## config.mk

```make
export PLATFORM = sky130hd
export DESIGN_NAME = pt_walker
export DESIGN_NICKNAME = d
export VERILOG_FILES = /design/src/rtl/ptw_pkg.sv /design/src/rtl/ptw_addr_gen.sv /design/src/rtl/ptw_leaf_check.sv /design/src/rtl/pt_walker.sv
export SDC_FILE = /design/constraint.sdc
export NUM_CORES = 1
export LEC_CHECK = 0
export BUFFER_PORTS_ARGS = -buffer_cell sky130_fd_sc_hd__clkbuf_2
export CORE_MARGIN = 10
export CORE_UTILIZATION = 37
export DETAILED_ROUTE_END_ITERATION = 6
export PLACE_DENSITY_LB_ADDON = 0.3
export SLEW_MARGIN = 5
export SYNTH_ARGS = -nofsm -noshare
export SYNTH_HDL_FRONTEND = slang
export SYNTH_HIERARCHICAL = 1
export SYNTH_SLANG_ARGS = --single-unit
export TNS_END_PERCENT = 20
```

## constraint.sdc

```tcl
create_clock -name clk -period 6.4 [get_ports clk]
set_input_delay 1.28 -clock clk [delete_from_list [all_inputs] [get_ports clk]]
set_output_delay 1.28 -clock clk [all_outputs]
set_load 0.02 [all_outputs]
```

## src/rtl/ptw_pkg.sv

```systemverilog
package ptw_pkg;

  localparam int PTE_PPN_LSB = 10;

  localparam int B_V = 0;
  localparam int B_R = 1;
  localparam int B_W = 2;
  localparam int B_X = 3;
  localparam int B_U = 4;
  localparam int B_A = 6;
  localparam int B_D = 7;

  localparam logic [1:0] ACC_LOAD  = 2'd0;
  localparam logic [1:0] ACC_STORE = 2'd1;
  localparam logic [1:0] ACC_FETCH = 2'd2;

  localparam logic [1:0] MODE_U = 2'd0;
  localparam logic [1:0] MODE_S = 2'd1;

  typedef enum logic [2:0] {
    ST_IDLE,
    ST_ISSUE,
    ST_READ,
    ST_EVAL,
    ST_WRITE
  } walk_st_e;

endpackage

```

## src/rtl/ptw_addr_gen.sv

```systemverilog
module ptw_addr_gen
  import ptw_pkg::*;
#(
  parameter int PPN_W = 22,
  parameter int VPN_W = 10,
  parameter int LEVELS = 2,
  parameter int OFF_W = 12,
  localparam int VA_W = OFF_W + VPN_W * LEVELS,
  localparam int PA_W = OFF_W + PPN_W,
  localparam int LVL_W = (LEVELS > 1) ? $clog2(LEVELS) : 1,
  localparam int ENT_LOG = OFF_W - VPN_W
) (
  input  logic [VA_W-1:0]  vaddr,
  input  logic [PPN_W-1:0] base_ppn,
  input  logic [LVL_W-1:0] level,
  input  logic [PPN_W-1:0] leaf_ppn,
  output logic [PA_W-1:0]  pte_addr,
  output logic [PA_W-1:0]  phys,
  output logic [PPN_W-1:0] sp_mask
);

  logic [VPN_W-1:0] slice [LEVELS];
  logic [VPN_W-1:0] idx;
  logic [PPN_W-1:0] vpn_ext;

  for (genvar g = 0; g < LEVELS; g++) begin : g_slice
    assign slice[g] = vaddr[OFF_W + g * VPN_W +: VPN_W];
  end

  assign idx = slice[level];

  // index into the current table: base page plus entry offset
  assign pte_addr = {base_ppn, {OFF_W{1'b0}}} | PA_W'({idx, {ENT_LOG{1'b0}}});

  // page number bits covered by a large page at this level
  always_comb begin
    for (int b = 0; b < PPN_W; b++) begin
      sp_mask[b] = (b < VPN_W * int'(level));
    end
  end

  assign vpn_ext = PPN_W'(vaddr[VA_W-1:OFF_W]);
  assign phys    = {leaf_ppn | (vpn_ext & sp_mask), vaddr[OFF_W-1:0]};

endmodule

```

## src/rtl/ptw_leaf_check.sv

```systemverilog
module ptw_leaf_check
  import ptw_pkg::*;
#(
  parameter int PPN_W = 22,
  localparam int PTE_W = PTE_PPN_LSB + PPN_W
) (
  input  logic [PTE_W-1:0] pte,
  input  logic [PPN_W-1:0] sp_mask,
  input  logic [1:0]       acc,
  input  logic [1:0]       mode,
  input  logic             sum,
  input  logic             mxr,
  output logic             is_ptr,
  output logic             leaf_ok,
  output logic             p_r,
  output logic             p_w,
  output logic             p_x,
  output logic [PTE_W-1:0] upd_pte
);

  logic v, r, w, x, u, d;
  logic [PPN_W-1:0] ppn;
  logic bad_rsvd, bad_user, bad_sup, bad_align, bad_acc;

  assign v   = pte[B_V];
  assign r   = pte[B_R];
  assign w   = pte[B_W];
  assign x   = pte[B_X];
  assign u   = pte[B_U];
  assign d   = pte[B_D];
  assign ppn = pte[PTE_PPN_LSB +: PPN_W];

  assign is_ptr = v & ~r & ~w & ~x;

  always_comb begin
    bad_rsvd  = ~r & w;
    bad_user  = u & (mode != MODE_U) & (~sum | (acc == ACC_FETCH));
    bad_sup   = ~u & (mode != MODE_S);
    bad_align = |(ppn & sp_mask);
    unique case (acc)
      ACC_LOAD:  bad_acc = ~(r | (x & mxr));
      ACC_STORE: bad_acc = ~w;
      ACC_FETCH: bad_acc = ~x;
      default:   bad_acc = 1'b1;
    endcase
  end

  assign leaf_ok = v & ~is_ptr & ~bad_rsvd & ~bad_user & ~bad_sup & ~bad_align & ~bad_acc;

  assign p_r = r | (x & mxr);
  assign p_w = w & ((acc == ACC_STORE) | d);
  assign p_x = x;

  always_comb begin
    upd_pte      = pte;
    upd_pte[B_A] = 1'b1;
    if (acc == ACC_STORE) upd_pte[B_D] = 1'b1;
  end

endmodule

```

## src/rtl/pt_walker.sv

```systemverilog
module pt_walker
  import ptw_pkg::*;
#(
  parameter int PPN_W = 22,
  parameter int VPN_W = 10,
  parameter int LEVELS = 2,
  parameter int OFF_W = 12,
  localparam int VA_W = OFF_W + VPN_W * LEVELS,
  localparam int PA_W = OFF_W + PPN_W,
  localparam int PTE_W = PTE_PPN_LSB + PPN_W,
  localparam int LVL_W = (LEVELS > 1) ? $clog2(LEVELS) : 1
) (
  input  logic             clk,
  input  logic             rst,
  input  logic             req_valid,
  input  logic [VA_W-1:0]  req_vaddr,
  input  logic [1:0]       req_acc,
  input  logic [1:0]       req_mode,
  input  logic             req_sum,
  input  logic             req_mxr,
  input  logic [PPN_W-1:0] req_root,
  output logic             busy,
  output logic             mem_req,
  output logic             mem_we,
  output logic [PA_W-1:0]  mem_addr,
  output logic [PTE_W-1:0] mem_wdata,
  input  logic             mem_ack,
  input  logic [PTE_W-1:0] mem_rdata,
  output logic             done,
  output logic             fault,
  output logic [PA_W-1:0]  pa,
  output logic             perm_r,
  output logic             perm_w,
  output logic             perm_x
);

  walk_st_e         state;
  logic [VA_W-1:0]  va_q;
  logic [1:0]       acc_q;
  logic [1:0]       mode_q;
  logic             sum_q;
  logic             mxr_q;
  logic [PPN_W-1:0] base_q;
  logic [LVL_W-1:0] lvl_q;
  logic [PTE_W-1:0] pte_q;
  logic [PA_W-1:0]  res_pa;
  logic [2:0]       res_perm;

  logic [PA_W-1:0]  gen_addr;
  logic [PA_W-1:0]  gen_phys;
  logic [PPN_W-1:0] gen_mask;
  logic             is_ptr, leaf_ok, c_r, c_w, c_x;
  logic [PTE_W-1:0] upd_pte;
  logic [PPN_W-1:0] pte_ppn;

  assign pte_ppn = pte_q[PTE_PPN_LSB +: PPN_W];

  ptw_addr_gen #(
    .PPN_W (PPN_W),
    .VPN_W (VPN_W),
    .LEVELS(LEVELS),
    .OFF_W (OFF_W)
  ) u_addr (
    .vaddr   (va_q),
    .base_ppn(base_q),
    .level   (lvl_q),
    .leaf_ppn(pte_ppn),
    .pte_addr(gen_addr),
    .phys    (gen_phys),
    .sp_mask (gen_mask)
  );

  ptw_leaf_check #(
    .PPN_W(PPN_W)
  ) u_check (
    .pte    (pte_q),
    .sp_mask(gen_mask),
    .acc    (acc_q),
    .mode   (mode_q),
    .sum    (sum_q),
    .mxr    (mxr_q),
    .is_ptr (is_ptr),
    .leaf_ok(leaf_ok),
    .p_r    (c_r),
    .p_w    (c_w),
    .p_x    (c_x),
    .upd_pte(upd_pte)
  );

  assign busy = (state != ST_IDLE);

  always_ff @(posedge clk) begin
    if (rst) begin
      state     <= ST_IDLE;
      va_q      <= '0;
      acc_q     <= '0;
      mode_q    <= '0;
      sum_q     <= 1'b0;
      mxr_q     <= 1'b0;
      base_q    <= '0;
      lvl_q     <= '0;
      pte_q     <= '0;
      res_pa    <= '0;
      res_perm  <= '0;
      mem_req   <= 1'b0;
      mem_we    <= 1'b0;
      mem_addr  <= '0;
      mem_wdata <= '0;
      done      <= 1'b0;
      fault     <= 1'b0;
      pa        <= '0;
      perm_r    <= 1'b0;
      perm_w    <= 1'b0;
      perm_x    <= 1'b0;
    end else begin
      done <= 1'b0;
      unique case (state)
        ST_IDLE: begin
          if (req_valid) begin
            va_q   <= req_vaddr;
            acc_q  <= req_acc;
            mode_q <= req_mode;
            sum_q  <= req_sum;
            mxr_q  <= req_mxr;
            base_q <= req_root;
            lvl_q  <= LVL_W'(LEVELS - 1);
            state  <= ST_ISSUE;
          end
        end
        ST_ISSUE: begin
          mem_req  <= 1'b1;
          mem_we   <= 1'b0;
          mem_addr <= gen_addr;
          state    <= ST_READ;
        end
        ST_READ: begin
          if (mem_ack) begin
            mem_req <= 1'b0;
            pte_q   <= mem_rdata;
            state   <= ST_EVAL;
          end
        end
        ST_EVAL: begin
          if (is_ptr && (lvl_q != '0)) begin
            base_q <= pte_ppn;
            lvl_q  <= lvl_q - 1'b1;
            state  <= ST_ISSUE;
          end else if (!leaf_ok) begin
            done   <= 1'b1;
            fault  <= 1'b1;
            pa     <= '0;
            perm_r <= 1'b0;
            perm_w <= 1'b0;
            perm_x <= 1'b0;
            state  <= ST_IDLE;
          end else if (upd_pte != pte_q) begin
            res_pa    <= gen_phys;
            res_perm  <= {c_r, c_w, c_x};
            mem_req   <= 1'b1;
            mem_we    <= 1'b1;
            mem_wdata <= upd_pte;
            state     <= ST_WRITE;
          end else begin
            done   <= 1'b1;
            fault  <= 1'b0;
            pa     <= gen_phys;
            perm_r <= c_r;
            perm_w <= c_w;
            perm_x <= c_x;
            state  <= ST_IDLE;
          end
        end
        ST_WRITE: begin
          if (mem_ack) begin
            mem_req <= 1'b0;
            mem_we  <= 1'b0;
            done    <= 1'b1;
            fault   <= 1'b0;
            pa      <= res_pa;
            perm_r  <= res_perm[2];
            perm_w  <= res_perm[1];
            perm_x  <= res_perm[0];
            state   <= ST_IDLE;
          end
        end
        default: state <= ST_IDLE;
      endcase
    end
  end

  p_done_pulse_r1: assert property (@(posedge clk) disable iff (rst)
    done |=> !done);

  p_idle_quiet_r1: assert property (@(posedge clk) disable iff (rst)
    !busy |-> !mem_req);

  p_addr_hold_r2: assert property (@(posedge clk) disable iff (rst)
    (mem_req && !mem_ack) |=> (mem_req && $stable(mem_addr) && $stable(mem_we)));

  p_wb_changes_r10: assert property (@(posedge clk) disable iff (rst)
    (mem_req && mem_we) |-> (mem_wdata[B_A] && (mem_wdata != pte_q)));

  p_store_dirty_r10: assert property (@(posedge clk) disable iff (rst)
    (mem_req && mem_we && (acc_q == ACC_STORE)) |-> mem_wdata[B_D]);

  p_fault_clean_r13: assert property (@(posedge clk) disable iff (rst)
    (done && fault) |-> ((pa == '0) && !perm_r && !perm_w && !perm_x));

  p_write_perm_r12: assert property (@(posedge clk) disable iff (rst)
    (done && !fault && perm_w) |-> pte_q[B_W]);

endmodule

```

==> results of run 1 <==
placed cells by master, fill, tap and decap left out, types with 25 or more instances in the layout:
cell type    n
nor2_1      97
a211oi_1    25
nand2_1    220
dfxtp_1    240
mux2i_1     91
and3_1      37
clkbuf_16   27
xnor2_1     34
clkbuf_2   202
a21oi_1    164
state kept, by name, indices dropped and copies added (netlist names), 2 cells and up:
| signal | cells |
|---|---|
| mem_addr | 34 |
| pa | 34 |
| res_pa | 34 |
| mem_wdata | 32 |
| pte_q | 32 |
| va_q | 32 |
| base_q | 22 |
| res_perm | 3 |
| state | 3 |
| acc_q | 2 |
| mode_q | 2 |
worst max-delay path, delay by kind of cell (launching register included):
kind                   cells  cell delay (ns)
flip-flops                 1             0.59
AND/OR/NAND/NOR            3             1.32
AO/OA/AOI/OAI              3             1.18
buffers and inverters      1             0.67
logic make-up after synthesis:
group / synth area share [%]
XOR/XNOR: 2.71
multiplexers: 9.66
buffers and inverters: 11.1
AND/OR/NAND/NOR: 15.4
flip-flops: 43.7
other: 0.0683
AO/OA/AOI/OAI: 17.4
worst min-delay path by stage:
stage	to	slack (ns)	cells past startpoint
after floorplan	va_q[22]	0.44	2
after CTS	mem_addr[26]	0.45	2
after detailed placement	mem_addr[26]	0.44	2
final	mem_addr[26]	0.45	2
after global routing	mem_addr[24]	0.47	2
after global placement	mem_addr[24]	0.44	2
per-stage QoR:
step,power [mW],area [sq um],std cells
floorplan,3.26,11000,1268
global placement,3.59,11500,1681
detailed placement,3.61,11500,1681
CTS,5.16,12400,1730
global route,5.39,12400,1730
finish,5.10,12400,1730
power breakdown:
part | internal, mW | total (mW) | switching (mW) | leakage, nW
sequential | 1.76 | 2.02 | 0.259 | 1.95
clock | 0.914 | 1.53 | 0.615 | 0.433
combinational | 0.546 | 1.55 | 1.00 | 2.54
total | 3.22 | 5.10 | 1.88 | 4.93
final cells by class:
type,instances,area (sq um),area share (%)
sequential,240,4800,38.7
tap,390,488,3.93
inverter,4,15.0,0.121
clock inverter,10,106,0.856
timing repair buffer,221,1160,9.34
multi-input combinational,826,5080,40.9
clock buffer,39,771,6.20
metal layers:
layer / up-vias / part of all wire, % / track usage [%] / wire (microns)
met4: 0 / 1.7 / 3.79 / 540
met2: 209 / 45 / 26.2 / 14500
li1: 4329 / - / - / -
met5: - / 0 / 0 / 0
met1: 4032 / 47 / 23.2 / 15200
met3: 33 / 6.7 / 4.08 / 2170
==> run summary, run 1 <==
R2r setup slk - 2.51 ns
Worst setup SP type - register
PnR worst setup slack - 2.51 ns
Most frequent cell after synthesis - dfxtp_1
Main synth FF type - dfxtp_1
Worst r2r src - state[2]
Critical-path cell list - nand2b_1, nor2_4, nand2_1, a21oi_4, buf_4, a21oi_1, a311oi_1
Vias in the first global route - 8264
DIE HEIGHT - 192 microns
Final WL - 32.5 mm
Register area share after synthesis - 43.7%
WL/cell - 18.8 microns
Crit Reg-Reg Endpoint - perm_x
Starting density of the core - 37.3%
Level count of the clock H-tree - 1
DP Worst Slack - 2.51 ns
Hold_sp - base_q[14]
Synth top area share - 43.7%
Pwr Density - 410 nW/um^2
Clock Tree Root - clkbuf_16
Cell depth of the worst flop-to-flop path - 7
Area grow syn2layout - 13.0%
# resized after CTS - 0
Outcome - finished, final reports clean
Total track usage - 16.9%
Cell Area, Synth - 11000 sq um
CP required - 6.83 ns
Clk sinks - 240
I/O pin count - 204
Hpwl dp - 21.8 mm
Final Skew - 0.0202 ns
Crit path max fanout - 51
Top cells by area, synth - dfxtp_1 44%, mux2i_1 8.3%, a21oi_1 7.5%
Aggregate global routing overflow - 0
P_leak - 4.93 nW
Port Buf Inserts - 203
Die area - 37000 sq um
Residual DRC - 0
Slowest-stage cell, CP - nor2_4
Slew Limit Fails - 0
Critical path endpoint category - register
FFs w/ async S/R, synth - 0%
Final setup fails - 0
Rows - 63
F_max - 257 MHz
Worst-Skew Late Latency - 0.54 ns
Hold Vio Cnt, Final - 0
Synth Instances - 1255
Core area - 29500 sq um
Final core utilization - 42.1%
GP Congestion - 0.806
Drt initial violations - 578
Clk slew on worst S/H paths - 0.06 ns
Yosys warning total - 6
Pre-antenna DRT Iters - 5
EDFF count, synth - 0
FILL cells - 3013
Share of cells above drive strength 1 - 24.5%
Period utilisation layout - 60.8%
Mean post-synth cell area - 8.76 sq um
CP startpoint - state[2]
Post-route minimum period - 3.89 ns
Via density - 4.97
HP Class - reg2reg
RSZ-0062 raised after global routing - no
# diodes - 0
TritonCTS clock tree - yes
NumNets Final - 1416
Max_cap viols - 0
Max-slew headroom - 28.1%
WP data arrival - 4.32 ns
# hold bufs at CTS - 0
Critical path endpoint - perm_x
First-pass GRT wire length - 49.2 mm
Critical path's largest stage delay - 0.79 ns
Area leader, netlist - dfxtp_1
Chip width - 192 microns
ANT nets after route - 0
Max clock buf depth - 3
VDD IR max - 216 uV
Initial antenna violation count - 0
Flop and latch count out of synthesis - 240
Largest net degree at the start of global routing - 102
Synth cell count leaders - 240 x dfxtp_1, 220 x nand2_1, 165 x a21oi_1
Worst slew pin tran - 1.08 ns
Inserted Clock Buffers - 27
Total number of vias - 8603
Setup TNS - 0 ns
Critical path type - reg2reg
Hold Slack - 0.450 ns
Setup Fix Bufs, Post-CTS - 0
Netlist cell types - 48
Note: power is estimated with default switching activity, not from simulation.
==> run 2: changes to the inputs <==
==> constraint.sdc (replaced) <==
create_clock -name clk -period 3.59 [get_ports clk]
set_input_delay 0.718 -clock clk [delete_from_list [all_inputs] [get_ports clk]]
set_output_delay 0.718 -clock clk [all_outputs]
set_load 0.02 [all_outputs]
==> run 2 against run 1 <==
  * Sequential cell count is the same
  * Sequential power grew 76%
  * Clock-buffer cell count shrank 1
  * Cell count grew 1.2%
  * Sequential share of layout area shrank 0.75 points
  * First-iteration DRC count shrank 4.2%
  * Critical path depth shrank 1
  * Clock power grew 90%
  * Combinational power grew 84%
  * Total power grew 83%
  * Largest cell class unchanged
  * Highest routed layer unchanged
==> run summary, run 2 (same netlist as run 1, synthesis figures left out) <==
Largest net degree at the start of global routing - 114
RSZ-0062 raised after global routing - no
Clock Tree Root - clkbuf_16
Slew Limit Fails - 0
Largest regs - mem_addr (34), pa (34), res_pa (34)
VDD IR max - 450 uV
WL/cell - 18.8 microns
NumNets Final - 1436
Aggregate global routing overflow - 0
Hold Vio Cnt, Final - 0
FILL cells - 3023
TritonCTS clock tree - yes
DP Area - 11700 sq um
Max_cap viols - 0
Level count of the clock H-tree - 1
Starting density of the core - 37.3%
Most frequent cells in the layout - 240 x dfxtp_1, 220 x nand2_1, 202 x clkbuf_2, 164 x a21oi_1, 97 x nor2_1
Hold_sp - mem_rdata[0]
Clk slew on worst S/H paths - 0.06 ns
Initial antenna violation count - 1
Residual DRC - 0
Chip width - 192 microns
Final Non-Filler Cells - 1750
Setup Fix Bufs, Post-CTS - 0
Int Pwr - 5.94 mW
Combinational power share - 30.6%
Die area - 37000 sq um
First-pass GRT wire length - 50.1 mm
Crit path max fanout - 74
I/O pin count - 204
Via density - 4.97
P_leak - 5.07 nW
Rows - 63
Area grow syn2layout - 15.3%
Max clock buf depth - 3
Post-route minimum period - 3.04 ns
DIE HEIGHT - 192 microns
Post-Place Cells - 1700
Flop pwr share - 38.1%
GP Congestion - 0.808
ANT nets after route - 0
# hold bufs at CTS - 0
Commonest non-fill, non-tap cell in the layout - dfxtp_1
CP startpoint - pte_q[23]
Inserted Clock Buffers - 28
Worst slew pin tran - 0.965 ns
Multi-input logic area - 5080 sq um
Setup TNS - 0 ns
Clock power frac - 31.3%
Core area - 29500 sq um
Worst setup SP type - register
Critical path type - reg2reg
Outcome - finished, final reports clean
Worst-Skew Late Latency - 0.54 ns
Final setup fails - 0
Final core utilization - 43.0%
Drt initial violations - 554
Clk sinks - 240
HP Class - in2reg
Hpwl dp - 22.7 mm
Total track usage - 17.2%
Register area - 4800 sq um
Final Cell Area - 12700 sq um
Period utilisation layout - 84.8%
Pre-antenna DRT Iters - 5
Vias in the first global route - 8426
Port Buf Inserts - 203
WP data arrival - 3.47 ns
Share of cells above drive strength 1 - 25.8%
CP required - 4.02 ns
Critical path endpoint category - register
F_max - 329 MHz
# resized after CTS - 0
Max-slew headroom - 35.7%
Sw Share - 36.3%
Worst r2r src - pte_q[23]
Final WL - 32.9 mm
Sw power - 3.38 mW
Total number of vias - 8691
Pwr Density - 736 nW/um^2
Final Skew - 0.0114 ns
## run 2: path summary, 6_finish.rpt
path                       end  slack [ns]  depth (start not counted)
hold reg to reg   mem_addr[27]        0.45                          2
setup / recovery        pa[27]        0.55                          6
hold / removal        pte_q[0]        0.40                          3
setup reg to reg        pa[27]        0.55                          6
## run 2: worst max-delay path: stages, from the launching register on
cell and delay, ns:
dfxtp_1 0.62, xnor2_1 0.17, nand4_1 0.16, nor4_2 0.63, a211o_4 0.86, a21oi_1 0.17
a311oi_1 0.28
## run 2: area by class of cell
class	instances	area share [%]
multi-input combinational	826	40.1
tap	390	3.85
timing repair buffer	240	10.5
antenna	1	0.0198
inverter	4	0.119
clock buffer	38	6.39
sequential	240	37.9
clock inverter	11	1.12
## run 2: power groups by stage
stage,registers [mW],clock network [mW],logic [mW]
floorplan,3.70,0,2.10
finish,3.56,2.91,2.85
CTS,3.56,2.98,2.90
global route,3.62,3.10,3.14
global placement,3.60,0,2.84
detailed placement,3.61,0,2.89
## run 2: metal layers
metal  up-vias  global-route usage [%]  routed length (microns)
li1       4368                       -                        -
met1      4016                    22.6                    14700
met2       253                    27.6                    15100
met3        54                    3.94                     2400
met4         0                    4.98                      684
met5         -                       0                        0
## run 2: through the flow
stage | power [mW] | hold slack, ns | worst slack (ns)
after floorplan | 5.80 | 0.436 | 0.850
after global placement | 6.44 | 0.438 | 0.638
after detailed placement | 6.50 | 0.445 | 0.561
after CTS | 9.44 | 0.375 | 0.531
after global routing | 9.86 | 0.379 | 0.316
final | 9.32 | 0.400 | 0.547
